### src/rtl/dp_pkg.sv
package dp_pkg;

    localparam int DP_W   = 8;
    localparam int FLAG_W = 4;

    typedef enum logic [1:0] {
        B1_PC   = 2'd0,
        B1_X    = 2'd1,
        B1_Y    = 2'd2,
        B1_NONE = 2'd3
    } b1_src_e;

    typedef enum logic [1:0] {
        B2_ALU  = 2'd0,
        B2_B1   = 2'd1,
        B2_MEM  = 2'd2,
        B2_NONE = 2'd3
    } b2_src_e;

    typedef enum logic [1:0] {
        OP_ADD = 2'd0,
        OP_SUB = 2'd1,
        OP_AND = 2'd2,
        OP_OR  = 2'd3
    } alu_op_e;

    typedef struct packed {
        logic n;
        logic z;
        logic v;
        logic c;
    } ccr_t;

    typedef struct packed {
        logic ir;
        logic mar;
        logic pc;
        logic x;
        logic y;
        logic z;
        logic ccr;
    } load_vec_t;

    function automatic logic signed_ovf_add(input logic sa, input logic sb, input logic sr);
        return (sa == sb) && (sr != sa);
    endfunction

    function automatic logic signed_ovf_sub(input logic sa, input logic sb, input logic sr);
        return (sa != sb) && (sr != sa);
    endfunction

endpackage

### src/rtl/dp_reg.sv
module dp_reg #(
    parameter int W = 8
) (
    input  logic         clk,
    input  logic         rst_n,
    input  logic         ld,
    input  logic [W-1:0] d,
    output logic [W-1:0] q
);
    always_ff @(posedge clk) begin
        if (!rst_n)  q <= '0;
        else if (ld) q <= d;
    end
endmodule

### src/rtl/dp_pc.sv
module dp_pc #(
    parameter int W = 8
) (
    input  logic         clk,
    input  logic         rst_n,
    input  logic         ld,
    input  logic         inc,
    input  logic [W-1:0] d,
    output logic [W-1:0] q
);
    localparam logic [W-1:0] STEP = W'(1);

    always_ff @(posedge clk) begin
        if (!rst_n)   q <= '0;
        else if (ld)  q <= d;
        else if (inc) q <= q + STEP;
    end
endmodule

### src/rtl/dp_route.sv
module dp_route
    import dp_pkg::*;
#(
    parameter int W = 8
) (
    input  b1_src_e      b1_src,
    input  b2_src_e      b2_src,
    input  logic [W-1:0] pc_q,
    input  logic [W-1:0] x_q,
    input  logic [W-1:0] y_q,
    input  logic [W-1:0] alu_q,
    input  logic [W-1:0] mem_q,
    output logic [W-1:0] bus1,
    output logic [W-1:0] bus2
);
    always_comb begin
        unique case (b1_src)
            B1_PC:   bus1 = pc_q;
            B1_X:    bus1 = x_q;
            B1_Y:    bus1 = y_q;
            default: bus1 = '0;
        endcase
    end

    always_comb begin
        unique case (b2_src)
            B2_ALU:  bus2 = alu_q;
            B2_B1:   bus2 = bus1;
            B2_MEM:  bus2 = mem_q;
            default: bus2 = '0;
        endcase
    end
endmodule

### src/rtl/dp_alu.sv
module dp_alu
    import dp_pkg::*;
#(
    parameter int W = 8
) (
    input  alu_op_e      op,
    input  logic [W-1:0] a,
    input  logic [W-1:0] b,
    output logic [W-1:0] res,
    output ccr_t         fl
);
    localparam int MSB = W - 1;

    logic [W:0] wide;

    always_comb begin
        wide = '0;
        res  = '0;
        fl   = '0;
        unique case (op)
            OP_ADD: begin
                wide = {1'b0, a} + {1'b0, b};
                res  = wide[W-1:0];
                fl.c = wide[W];
                fl.v = signed_ovf_add(a[MSB], b[MSB], res[MSB]);
            end
            OP_SUB: begin
                wide = {1'b0, a} + {1'b0, ~b} + (W+1)'(1);
                res  = wide[W-1:0];
                fl.c = wide[W];
                fl.v = signed_ovf_sub(a[MSB], b[MSB], res[MSB]);
            end
            OP_AND: res = a & b;
            default: res = a | b;
        endcase
        fl.n = res[MSB];
        fl.z = (res == '0);
    end
endmodule

### src/rtl/two_bus_datapath.sv
module two_bus_datapath
    import dp_pkg::*;
#(
    parameter int W = DP_W
) (
    input  logic              clk,
    input  logic              rst_n,
    input  logic [1:0]        b1_sel,
    input  logic [1:0]        b2_sel,
    input  logic              ir_ld,
    input  logic              mar_ld,
    input  logic              pc_ld,
    input  logic              pc_inc,
    input  logic              x_ld,
    input  logic              y_ld,
    input  logic              z_ld,
    input  logic              ccr_ld,
    input  logic [1:0]        alu_op,
    input  logic [W-1:0]      mem_rdata,
    output logic [W-1:0]      opcode,
    output logic [FLAG_W-1:0] flags,
    output logic [W-1:0]      mem_addr,
    output logic [W-1:0]      mem_wdata
);
    localparam int NREG = 2;

    load_vec_t    ld;
    logic [W-1:0] bus1;
    logic [W-1:0] bus2;
    logic [W-1:0] pc_q;
    logic [W-1:0] z_q;
    logic [W-1:0] alu_res;
    ccr_t         alu_fl;
    ccr_t         ccr_q;
    logic [W-1:0] gen_q [NREG];
    logic         gen_ld [NREG];

    always_comb begin
        ld.ir  = ir_ld;
        ld.mar = mar_ld;
        ld.pc  = pc_ld;
        ld.x   = x_ld;
        ld.y   = y_ld;
        ld.z   = z_ld;
        ld.ccr = ccr_ld;
    end

    assign gen_ld[0] = ld.x;
    assign gen_ld[1] = ld.y;

    dp_route #(.W(W)) u_route (
        .b1_src (b1_src_e'(b1_sel)),
        .b2_src (b2_src_e'(b2_sel)),
        .pc_q   (pc_q),
        .x_q    (gen_q[0]),
        .y_q    (gen_q[1]),
        .alu_q  (alu_res),
        .mem_q  (mem_rdata),
        .bus1   (bus1),
        .bus2   (bus2)
    );

    dp_alu #(.W(W)) u_alu (
        .op  (alu_op_e'(alu_op)),
        .a   (z_q),
        .b   (bus1),
        .res (alu_res),
        .fl  (alu_fl)
    );

    dp_pc #(.W(W)) u_pc (
        .clk   (clk),
        .rst_n (rst_n),
        .ld    (ld.pc),
        .inc   (pc_inc),
        .d     (bus2),
        .q     (pc_q)
    );

    dp_reg #(.W(W)) u_ir  (.clk(clk), .rst_n(rst_n), .ld(ld.ir),  .d(bus2), .q(opcode));
    dp_reg #(.W(W)) u_mar (.clk(clk), .rst_n(rst_n), .ld(ld.mar), .d(bus2), .q(mem_addr));
    dp_reg #(.W(W)) u_z   (.clk(clk), .rst_n(rst_n), .ld(ld.z),   .d(bus2), .q(z_q));

    for (genvar gi = 0; gi < NREG; gi++) begin : g_user
        dp_reg #(.W(W)) u_r (
            .clk   (clk),
            .rst_n (rst_n),
            .ld    (gen_ld[gi]),
            .d     (bus2),
            .q     (gen_q[gi])
        );
    end

    dp_reg #(.W(FLAG_W)) u_ccr (
        .clk   (clk),
        .rst_n (rst_n),
        .ld    (ld.ccr),
        .d     (alu_fl),
        .q     (ccr_q)
    );

    assign flags     = ccr_q;
    assign mem_wdata = bus1;
endmodule

### config.mk
export PLATFORM = sky130hd
export DESIGN_NAME = two_bus_datapath
export DESIGN_NICKNAME = d
export VERILOG_FILES = /design/src/rtl/dp_pkg.sv /design/src/rtl/dp_reg.sv /design/src/rtl/dp_pc.sv /design/src/rtl/dp_route.sv /design/src/rtl/dp_alu.sv /design/src/rtl/two_bus_datapath.sv
export SDC_FILE = /design/constraint.sdc
export NUM_CORES = 1
export LEC_CHECK = 0
export BUFFER_PORTS_ARGS = -buffer_cell sky130_fd_sc_hd__buf_2
export CAP_MARGIN = 20
export CORE_MARGIN = 2
export CORE_UTILIZATION = 57
export DETAILED_ROUTE_END_ITERATION = 10
export HOLD_SLACK_MARGIN = 0.03
export PLACE_DENSITY = 0.8
export SLEW_MARGIN = 5
export SYNTH_ARGS = -nofsm -noshare
export SYNTH_HDL_FRONTEND = slang
export SYNTH_SLANG_ARGS = --single-unit
export TNS_END_PERCENT = 1
### constraint.sdc
create_clock -name clk -period 3.5 [get_ports clk]
set_clock_uncertainty 0.15 [all_clocks]
set_input_delay 0.175 -clock clk [delete_from_list [all_inputs] [get_ports clk]]
set_output_delay 0.175 -clock clk [all_outputs]
set_load 0.03 [all_outputs]
==> results.toml <==
[status]
status = "finished, final reports clean"

[clock_tree]
cts_root_buf = "clkbuf_8"
worstSkewPairLatency_ns = 0.31
clock_sinks = 52
cts_tree = "built"
cts_max_level = 2
numCtsBuffers = 5
clkTransAtPathRegs_ns = 0.09
clock_path_buffers = 2

[synth]
synth_nets = 464
ys.flop_type = "dfxtp_1"
syn_area_um2 = 3400
syn_avg_cell_area_um2 = 8.23
ys_warn_count = 0
synth_edf_count = 0
synthArstFlopShare_pct = 0
synth.yosys.seq_area_share_pct = 30.6
postSynthCellCount = 413
yosys_register_bits = 52
yosysUniqueCellTypes = 60

[global_route]
grt_max_degree = 54
track_usage_pct = 27.3
antenna_found_initial = 0
grt_pass1_wl_mm = 13.9
overflow = 0
grt_pass1_vias = 2879

[setup_path]
worstPathRequired_ns = 3.54
crit_family = "compound AO/OA/AOI/OAI gates"
cpMostUsedCell = "a21oi_1"
r2r_start = "u_pc.q[1]"
worstSetupStartpointType = "flop"
crit_chain = "mux2i_1 > nor2_1 > a21oi_1 > ha_1 > or2_1 > a221oi_2 > o31ai_1 > xnor2_1 > a221o_1 > a31oi_2 > a21oi_1"
r2r_end = "u_ir.q[5]"
worstSetupEndpointType = "flop"
crit_slowest_cell = "a31oi_2"
critPathBufInv = 0
cpPeakStageDelay_ns = 0.41
r2r_cells = 11
crit_fanout = 6
cp-startpoint = "u_pc.q[1]"
arrival_ns = 3.29
r2r_slack_ns = 0.25
critPathKind = "reg -> reg"

[routing]
vias_per_cell = 5.97
wl_per_cell_um = 16.4
drtIter0Drc = 176
vias = 3201
antenna_left = 0
wirelength_mm = 8.80
firstDrtPassIters = 5
drc = 0

[floorplan]
start_util_pct = 58.1
rows = 28
die_area_um2 = 6600
core_area_um2 = 5850
dieHeight_um = 81.2
io_pins = 52
die_w_um = 81.2

[timing]
slew_headroom_pct = 54.2
period_needed_ns = 3.25
finalCritPeriodShare_pct = 93.0
fmax_mhz = 307
drv_slew = 0
hold_violations = 0
finalWorstSetupSlack_ns = 0.246
finalSetupViolCount = 0
rsz0062_at_grt = "false"
worstMarginPinSlew_ns = 0.680

[worst_hold_path]
hold_class = "in -> reg"
hold_start = "mar_ld"
whs_path_depth = 2
worstHoldEndpoint = "u_mar.q[5]"

[pwr]
leakage_uw = 0.00191
powerDensity_nw_per_um2 = 387
irDropWorstVdd_v = 0.000364
finalPower_uw = 1480

[finish]
insertedDiodeCount = 0
syn_to_final_growth_pct = 12.9
nNetsFinal = 511
final_common_cell = "dfxtp_1"
drive_gt1_share_pct = 19.3
layout_common_cells = "52 x dfxtp_1, 51 x buf_2, 45 x nand2_1"

[flow_run]
cap_viol_max_count = 0

[placement]
hpwl_mm = 6.51
gp_congestion = 0.956
port-buffer-count = 51
preCtsSetupSlack_ns = 0.205
==> timing repair <==
| item | 4_1_cts | 5_1_grt |
|---|---|---|
| gates resized for setup | 0 | 2 |
| hold endpoints to repair | 1 | 0 |
| hold buffers | 1 | 0 |
| setup buffers | 0 | 0 |
| setup endpoints to repair | 0 | 7 |
==> worst max path at each step <==
stage,slack [ns],to,cells after the start
2_1_floorplan,-0.03,u_ir.q[6],13
3_3_place_gp,0.27,u_ir.q[5],12
3_5_place_dp,0.20,u_pc.q[4],15
4_1_cts,0.19,u_ir.q[4],12
5_1_grt,0.01,g_user[1].u_r.q[6],11
6_report,0.25,u_ir.q[5],11
==> synth_stat cells (3+ instances only) <==
cell / number / area share, %
nor2_1: 20 / 2.2
clkbuf_1: 14 / 1.5
o21ai_0: 39 / 5.7
nor2b_1: 6 / 1.1
o21a_1: 4 / 0.88
mux2i_1: 15 / 4.4
nand3_1: 8 / 1.2
nand2_1: 45 / 5.0
nor3_1: 5 / 0.74
inv_1: 25 / 2.8
a21oi_1: 44 / 6.5
o211ai_1: 5 / 1.1
nand2b_1: 5 / 0.92
o211a_1: 24 / 7.1
ha_1: 25 / 9.2
dfxtp_1: 52 / 31
nand4_1: 3 / 0.55
buf_2: 10 / 1.5
and2_1: 4 / 0.74
xnor2_1: 7 / 1.8
==> final cells by class <==
| class | count | area (µm²) |
|---|---|---|
| Clock buffer | 6 | 72.6 |
| Clock inverter | 2 | 13.8 |
| Fill cell | 505 | 2010 |
| Inverter | 27 | 101 |
| Multi-Input combinational cell | 307 | 2140 |
| Sequential cell | 52 | 1040 |
| Tap cell | 75 | 93.8 |
| Timing Repair Buffer | 67 | 378 |
==> metal layers <==
metal	wire length, µm	track usage (%)
met3	409	3.33
met4	264	12.7
met2	4400	45.6
met5	0	0
met1	3730	35.1
==> state kept, by name, summed over array words and instances, names as in the netlist <==
| name | count |
|---|---|
| u_ccr.q | 4 |
| u_ir.q | 8 |
| g_user.u_r.q | 16 |
| u_pc.q | 8 |
| u_z.q | 8 |
| u_mar.q | 8 |
==> power by group <==
group | total [µW] | internal, µW | switching (µW)
clock | 344 | 143 | 201
combinational | 474 | 182 | 292
sequential | 667 | 635 | 32.3
==> cell families after synthesis <==
logic type      after synthesis  synth area share [%]
simple gates                109                  15.3
buf+inv                      54                  6.77
fa+ha+maj                    27                  10.4
mux                          18                  5.74
compound gates              144                  28.9
flops                        52                  30.6
xor+xnor                      9                  2.32
==> per-stage QoR <==
stage	util, %	hold WS (ns)	instances	instance area (µm²)	TNS [ns]
2_1_floorplan	-	0.126	413	3400	-0.223
3_3_place_gp	63.8	0.307	527	3730	0
3_5_place_dp	63.8	0.316	527	3730	0
4_1_cts	65.4	0.0671	536	3830	0
5_1_grt	65.6	0.0777	536	3840	0
6_report	65.6	0.0632	536	3840	0
Power figures use the tool's default switching activity.
